--- src/rtl/p1284_mode_neg.sv ---
module p1284_mode_neg #(
  parameter int TICK_CYC = 8,
  parameter int SETUP_T  = 1,
  parameter int RESP_T   = 6,
  parameter int ACKW_T   = 7
) (
  input  logic       clk,
  input  logic       rst_n,
  input  logic       start_i,
  input  logic [7:0] req_code_i,
  input  logic       term_i,
  input  logic       ack_n_i,
  input  logic       busy_i,
  input  logic       paper_err_i,
  input  logic       online_i,
  input  logic       fault_n_i,
  output logic [7:0] data_o,
  output logic       stb_n_o,
  output logic       feed_n_o,
  output logic       init_n_o,
  output logic       sel_req_n_o,
  output logic       done_o,
  output logic       accepted_o,
  output logic       rejected_o,
  output logic       timeout_o,
  output logic       proto_err_o,
  output logic       compat_o
);
  localparam int SETUP_CYC = TICK_CYC * SETUP_T;
  localparam int RESP_CYC  = TICK_CYC * RESP_T;
  localparam int ACKW_CYC  = TICK_CYC * ACKW_T;
  localparam int CW = $clog2(SETUP_CYC + RESP_CYC + ACKW_CYC + 1);

  typedef enum logic [2:0] {
    ST_IDLE, ST_SETUP, ST_REPLY, ST_LATCH, ST_CONFIRM, ST_TREQ, ST_THS
  } state_t;

  state_t        state;
  logic [CW-1:0] cnt, lim;
  logic [7:0]    data_q;
  logic          sel_q, feed_q, stb_q, done_q, compat_q;
  logic          acc_q, rej_q, to_q, perr_q;
  logic          last, reply_ok, term_ok;

  always_comb begin
    case (state)
      ST_SETUP, ST_LATCH: lim = CW'(SETUP_CYC);
      ST_REPLY, ST_THS:   lim = CW'(RESP_CYC);
      ST_CONFIRM, ST_TREQ: lim = CW'(ACKW_CYC);
      default:            lim = CW'(1);
    endcase
  end

  assign last     = (cnt == lim - CW'(1));
  assign reply_ok = paper_err_i && online_i && fault_n_i && !ack_n_i;
  assign term_ok  = busy_i && fault_n_i && !ack_n_i;

  always_ff @(posedge clk or negedge rst_n) begin
    if (!rst_n) begin
      state <= ST_IDLE;
      cnt <= '0;
      data_q <= 8'h00;
      sel_q <= 1'b0;
      feed_q <= 1'b1;
      stb_q <= 1'b1;
      done_q <= 1'b0;
      compat_q <= 1'b1;
      {acc_q, rej_q, to_q, perr_q} <= 4'b0;
    end else begin
      done_q <= 1'b0;
      cnt <= cnt + CW'(1);
      case (state)
        ST_IDLE: begin
          cnt <= '0;
          if (start_i) begin
            {acc_q, rej_q, to_q, perr_q} <= 4'b0;
            if (sel_q) begin
              perr_q <= 1'b1;
              done_q <= 1'b1;
            end else begin
              data_q <= req_code_i;
              state <= ST_SETUP;
            end
          end else if (term_i) begin
            {acc_q, rej_q, to_q, perr_q} <= 4'b0;
            if (!sel_q) begin
              perr_q <= 1'b1;
              done_q <= 1'b1;
            end else begin
              sel_q <= 1'b0;
              feed_q <= 1'b1;
              stb_q <= 1'b1;
              state <= ST_TREQ;
            end
          end
        end
        ST_SETUP: if (last) begin
          sel_q <= 1'b1;
          feed_q <= 1'b0;
          stb_q <= 1'b1;
          compat_q <= 1'b0;
          cnt <= '0;
          state <= ST_REPLY;
        end
        ST_REPLY: begin
          if (reply_ok) begin
            stb_q <= 1'b0;
            cnt <= '0;
            state <= ST_LATCH;
          end else if (last) begin
            to_q <= 1'b1;
            done_q <= 1'b1;
            state <= ST_IDLE;
          end
        end
        ST_LATCH: if (last) begin
          stb_q <= 1'b1;
          feed_q <= 1'b1;
          cnt <= '0;
          state <= ST_CONFIRM;
        end
        ST_CONFIRM: begin
          if (ack_n_i) begin
            done_q <= 1'b1;
            if (data_q == 8'h00 || online_i) acc_q <= 1'b1;
            else rej_q <= 1'b1;
            state <= ST_IDLE;
          end else if (last) begin
            to_q <= 1'b1;
            done_q <= 1'b1;
            state <= ST_IDLE;
          end
        end
        ST_TREQ: begin
          if (term_ok) begin
            feed_q <= 1'b0;
            cnt <= '0;
            state <= ST_THS;
          end else if (last) begin
            perr_q <= 1'b1;
            done_q <= 1'b1;
            compat_q <= 1'b1;
            state <= ST_IDLE;
          end
        end
        ST_THS: begin
          if (ack_n_i || last) begin
            feed_q <= 1'b1;
            done_q <= 1'b1;
            compat_q <= 1'b1;
            perr_q <= !ack_n_i;
            state <= ST_IDLE;
          end
        end
        default: state <= ST_IDLE;
      endcase
    end
  end

  assign data_o      = data_q;
  assign stb_n_o     = stb_q;
  assign feed_n_o    = feed_q;
  assign init_n_o    = 1'b1;
  assign sel_req_n_o = sel_q;
  assign done_o      = done_q;
  assign accepted_o  = acc_q;
  assign rejected_o  = rej_q;
  assign timeout_o   = to_q;
  assign proto_err_o = perr_q;
  assign compat_o    = compat_q;

  AST_REFUSE_START: assert property (@(posedge clk) disable iff (!rst_n)
    (state == ST_IDLE && start_i && sel_q) |=> (done_q && perr_q && sel_q && $stable(data_q)));
  AST_EVENT1_LINES: assert property (@(posedge clk) disable iff (!rst_n)
    $rose(sel_q) |-> (!feed_q && stb_q));
  AST_STROBE_CTX: assert property (@(posedge clk) disable iff (!rst_n)
    !stb_q |-> (sel_q && !feed_q));
  AST_NIBBLE_ACCEPT: assert property (@(posedge clk) disable iff (!rst_n)
    (done_q && rej_q) |-> (data_q != 8'h00));
  AST_TERM_LINES: assert property (@(posedge clk) disable iff (!rst_n)
    $fell(sel_q) |-> (feed_q && stb_q));
  AST_COMPAT_LINES: assert property (@(posedge clk) disable iff (!rst_n)
    compat_q |-> (!sel_q && feed_q && stb_q));
  AST_ONE_FLAG: assert property (@(posedge clk) disable iff (!rst_n)
    done_q |-> $onehot0({acc_q, rej_q, to_q, perr_q}));
endmodule

--- config.mk ---
export PLATFORM = sky130hd
export DESIGN_NAME = p1284_mode_neg
export DESIGN_NICKNAME = d
export VERILOG_FILES = /design/src/rtl/p1284_mode_neg.sv
export SDC_FILE = /design/constraint.sdc
export NUM_CORES = 1
export LEC_CHECK = 0
export CORE_AREA = 2 2 69 71
export DETAILED_ROUTE_END_ITERATION = 10
export DIE_AREA = 0 0 71 73
export PLACE_DENSITY = 0.66
export SYNTH_ARGS = -nofsm -noshare
export SYNTH_HDL_FRONTEND = slang
export SYNTH_SLANG_ARGS = --single-unit
--- constraint.sdc ---
create_clock -name clk -period 2.5 [get_ports clk]
set_clock_uncertainty 0.05 [all_clocks]
set_input_delay 0.375 -clock clk [delete_from_list [all_inputs] [get_ports clk]]
set_output_delay 0.375 -clock clk [all_outputs]
set_load 0.01 [all_outputs]
Word level (Yosys, flattened, before mapping)
Index checks and enable logic that the tools add are counted.

storage, ports and cells
  register bits = 27
  input port bits = 17
  output and inout bits = 18
  logic and storage cells = 128

cells by class
  $add $sub $neg = 2
  equality and inequality tests = 26
  multiplexer cells = 57
  bitwise gates (word level) = 1
  reductions and logical operators = 30

operators with widths
  operator               count
  $mux W3                11
  $mux W1                31
  $ne A2 B2 Y1 const B   15
  $pmux W7 S4            1
  $mux W7                3
  $pmux W3 S7            1
  $pmux W6 S3            1
  $reduce_and A4 Y1      4
  $pmux W1 S3            4
  $reduce_and A6 Y1      2
  $reduce_bool A3 Y1     4
  $pmux W1 S5            2
  $reduce_and A5 Y1      2
  $eq A3 B3 Y1 const B   3
  $ne A3 B3 Y1 const B   3
  $logic_not A8 Y1       1
  $reduce_and A8 Y1      1
  $add A7 B1 Y7 const B  1
  $eq A7 B7 Y1           1
  $sub A7 B1 Y7 const B  1
  $eq A3 B2 Y1 const B   2
  $pmux W1 S2            3
  $reduce_or A2 Y1       3
  $logic_and A1 B1 Y1    5
  other kinds (9)        11

Depth between registers and ports, before layout
  depth in word-level cells = 8
  gate-level depth with buffers = 7
  gate-level depth less buffers = 7

Worst setup path before layout
No wires, ideal clock.

  path type = register to register
  start point = register cnt[5]
  end point = register state[1]
  library setup time = 124 ps
  arrival time = 1,957 ps
  required time = 2,326 ps
  setup slack = 369 ps
  stages on the path, launching flop included = 7
  path buffers = 1
  period minus slack after synthesis = 2,131 ps
  path through = dfrtp_1 clkbuf_1 xor2_1 or3_4 a2111oi_4 a31oi_1 a211o_1

on the way
  longest elaborated chain between the ends = 4
  elaborated cells between the ends (all ways) = 11
  classes of those cells = eq/ne (4); mux (5); reduce/logical (2)

RTL lines
  element                                           RTL line  text
  start: declaration                                39        logic [CW-1:0] cnt, lim;
  start signal: assignment                          71        cnt <= cnt + CW'(1);
  $eq A7 B7 Y1 (*)                                  54        assign last = (cnt == lim - CW'(1));
  $mux W3 or $logic_or A1 B1 Y1 (tied branches)     -
  $mux W3, or another cell as far along             -
  $pmux W3 S7 or $reduce_and A6 Y1 (tied branches)  -
  end signal: assignment                            60        state <= ST_IDLE;
  end signal: assignment                            82        state <= ST_SETUP;
  end signal: assignment                            93        state <= ST_TREQ;
  end: declaration                                  38        state_t state;

Every way passes the cells marked *; elsewhere a longest branch is shown, timed or not.
A chain may end at the register's enable or synchronous reset.

Worst setup path after layout
Ends and elaborated chain as after synthesis.

==> results.py <==
metrics = {
    "drt": {
        "routed_wl_mm": 4.31,
        "route.detailed.drc": 0,
        "wl_met1_mm": 2.04,
        "wl_per_cell_um": 15.5,
        "wl_met3_um": 111,
        "ant_nets": 0,
        "viasPerCell": 5.73,
        "route.met2.wl_mm": 2.10,
        "drt_pass1_iterations": 4,
        "vias": 1592,
        "drt_iter0_drc": 189,
        "top_layer_used": "met4",
    },
    "global_route": {
        "antenna_found_initial": 0,
        "grt_max_degree": 28,
        "track_usage_pct": 17.4,
        "grt_pass1_vias": 1403,
        "grt_pass1_wl_mm": 7.13,
        "overflow": 0,
    },
    "layout": {
        "nets": 246,
        "drive_gt1_share_pct": 12.9,
        "diodes": 0,
        "final-seq-area_sq_um": 679,
        "multi_input_area_sq_um": 983,
        "area_delta_synth_final_pct": 26.5,
        "fin_cells": 278,
        "n_fill_cell": 443,
    },
    "timing": {
        "hold_viol_final": 0,
        "setup_viol": 0,
        "finalCriticalPeriod_ns": 2.10,
        "grt_setup_unrepaired": "no",
        "layout_setup_ws_ns": 0.399,
        "drv_slew": 0,
        "fmax_mhz": 476,
        "fin_crit_sh_pct": 84.0,
        "worst_hold_slack_ns": 0.425,
        "setup_tns_ns": 0,
    },
    "cts": {
        "root_buffer": "clkbuf_8",
        "cts_buffer_depth": 2,
        "htreeDepth": 1,
        "clk_pin_slew_ns": 0.09,
        "cts_hold_buf": 0,
        "cts_tree": "yes",
        "cts_setup_buffers": 0,
        "clk-insertion-delay-late_ns": 0.27,
        "clock_sinks": 27,
        "cts_inserted_buffers": 3,
        "cts-resized-gates": 0,
    },
    "place": {
        "placed_cells": 274,
        "dp_hpwl_mm": 3.19,
        "io_buffers": 33,
        "place_ws_ns": 0.257,
        "place_congestion": 0.873,
    },
    "yosys": {
        "synth.avg_cell_area_sq_um": 9.11,
        "synthesis.instances": 190,
        "ys_ff_latch": 27,
        "netlist_area_sq_um": 1730,
        "synth.distinct_cells": 55,
        "yosysWarningCount": 0,
        "dominantRegCellSynth": "dfrtp_1",
        "seq_area_frac_synth_pct": 39.3,
        "synthesis.nets": 211,
        "synth_edf_count": 0,
        "synth-async-reset-ratio_pct": 100,
    },
    "outcome": {
        "outcome": "completed",
    },
    "run": {
        "cap_violations": 0,
    },
    "floorplanning": {
        "die-area_sq_um": 5180,
        "rows": 25,
        "io-pin-count": 35,
        "die_h_um": 73,
        "die_w_um": 71,
        "coreArea_sq_um": 4540,
        "initial_core_util_pct": 38.2,
    },
    "setup_path": {
        "ff2ff_path_depth": 6,
        "r2r-end": "state[1]$_DFFE_PN0P_",
        "start_kind": "register",
        "slowest_delay_ns": 0.46,
        "r2r_slack_ns": 0.40,
        "criticalPathCategory": "reg2reg",
        "end_kind": "register",
        "crit_family": "compound AO/OA/AOI/OAI gates",
        "path_buf_inv": 1,
        "slowest_stage": "dfrtp_1",
        "required_ns": 2.61,
        "cp_max_fo": 10,
        "r2r_start": "cnt[5]$_DFF_PN0_",
        "cp_cell_sequence": "xor2_1, or3_4, a2111oi_4, buf_4, a31oi_1, a211o_1",
        "cp.arrival_ns": 2.21,
    },
    "pwr": {
        "p_leak_nw": 0.934,
        "powerDensity_nw_per_um2": 1180,
        "vdd_ir_drop_max_mv": 0.546,
    },
    "worst_hold_path": {
        "hp-class": "in2async",
    },
}
[metrics by stage]
| step | instance area, sq um | power [mW] | utilization, % |
|---|---|---|---|
| 5_1_grt | 2190 | 2.78 | 48.3 |
| 4_1_cts | 2190 | 2.58 | 48.3 |
| 2_1_floorplan | 1730 | 1.73 | - |
| 6_report | 2190 | 2.58 | 48.3 |
| 3_3_place_gp | 2140 | 2.32 | 47.3 |
| 3_5_place_dp | 2140 | 2.32 | 47.3 |
[flip-flops by register name, summed over array words and instances, names as in the netlist]
name and cells:
sel_req_n_o 1, feed_n_o 1, accepted_o 1, cnt 7, state 3, done_o 1
timeout_o 1, proto_err_o 1, stb_n_o 1, compat_o 1, data_o 8, rejected_o 1
[worst max-delay path by stage]
stage                startpoint                      end  slack [ns]  depth (start not counted)
2_1_floorplan  cnt[5]$_DFF_PN0_     state[1]$_DFFE_PN0P_        0.37                          6
5_1_grt        cnt[5]$_DFF_PN0_    timeout_o$_DFFE_PN0P_        0.28                          6
3_5_place_dp            start_i  proto_err_o$_DFFE_PN0P_        0.26                          6
6_report       cnt[5]$_DFF_PN0_     state[1]$_DFFE_PN0P_        0.40                          6
4_1_cts        cnt[5]$_DFF_PN0_     state[1]$_DFFE_PN0P_        0.40                          6
3_3_place_gp            start_i  proto_err_o$_DFFE_PN0P_        0.31                          6
[worst reg2reg max path, stage by stage, from the launching register on]
cell and delay (ns):
dfrtp_1 0.46, xor2_1 0.17, or3_4 0.36, a2111oi_4 0.35, buf_4 0.23, a31oi_1 0.10
a211o_1 0.28
[routing by layer]
layer | GRT usage [%] | up-vias
met4 | 5.24 | 0
met2 | 26.7 | 40
li1 | - | 766
met1 | 25.9 | 782
met5 | 0 | -
met3 | 1.80 | 4
[report_power, final]
group,switching [mW],internal [mW],total [mW],leakage (nW)
Clock,0.135,0.112,0.247,0.0255
Sequential,0.145,0.630,0.775,0.337
Combinational,0.791,0.766,1.56,0.572
[cells in the mapped netlist, types with 4 or more instances]
library cell,number,area (sq um)
inv_1,6,22.5
nand2_1,12,45.0
nor2b_1,6,37.5
mux2_2,8,90.1
nor2_1,17,63.8
ha_1,4,50.1
o21ai_0,11,55.1
a31oi_1,6,37.5
clkbuf_1,9,33.8
nand2b_1,4,25.0
a21oi_1,13,65.1
dfrtp_1,24,601
[final cells by class]
cell class / instances / area share [%]
multi-input cells: 146 / 44.9
repair buffers: 41 / 17.8
clock inverters: 1 / 0.229
inverters: 6 / 1.03
well taps: 54 / 3.09
clock buffers: 3 / 1.89
flip-flops and latches: 27 / 31.0
[cells by family (layout without fill, tap and decap cells)]
| logic type | count (synthesis) | count (layout) | synth area share, % |
|---|---|---|---|
| simple gates | 64 | 64 | 19.5 |
| compound gates | 62 | 62 | 25.4 |
| flops | 27 | 27 | 39.3 |
| buf+inv | 17 | 51 | 3.90 |
| mux | 9 | 9 | 5.78 |
| xor+xnor | 6 | 6 | 3.04 |
| fa+ha+maj | 4 | 4 | 2.89 |
| other cells | 1 | 1 | 0.217 |
[layout by cell type (no fill, tap or decap), drive strengths merged, types with 3 or more instances in the layout]
cell type / instances
clkdlybuf4s50: 33
dfrtp: 24
nor2: 17
a21oi: 13
nand2: 13
o21ai: 12
mux2: 8
buf: 8
inv: 6
nor2b: 6
a31oi: 6
nand2b: 4
ha: 4
or3: 4
xor2: 3
and2: 3
nor3: 3
nand3: 3
xnor2: 3
and3: 3
clkbuf: 3
dfstp: 3
a21boi: 3
(Power assumes the default switching activity.)
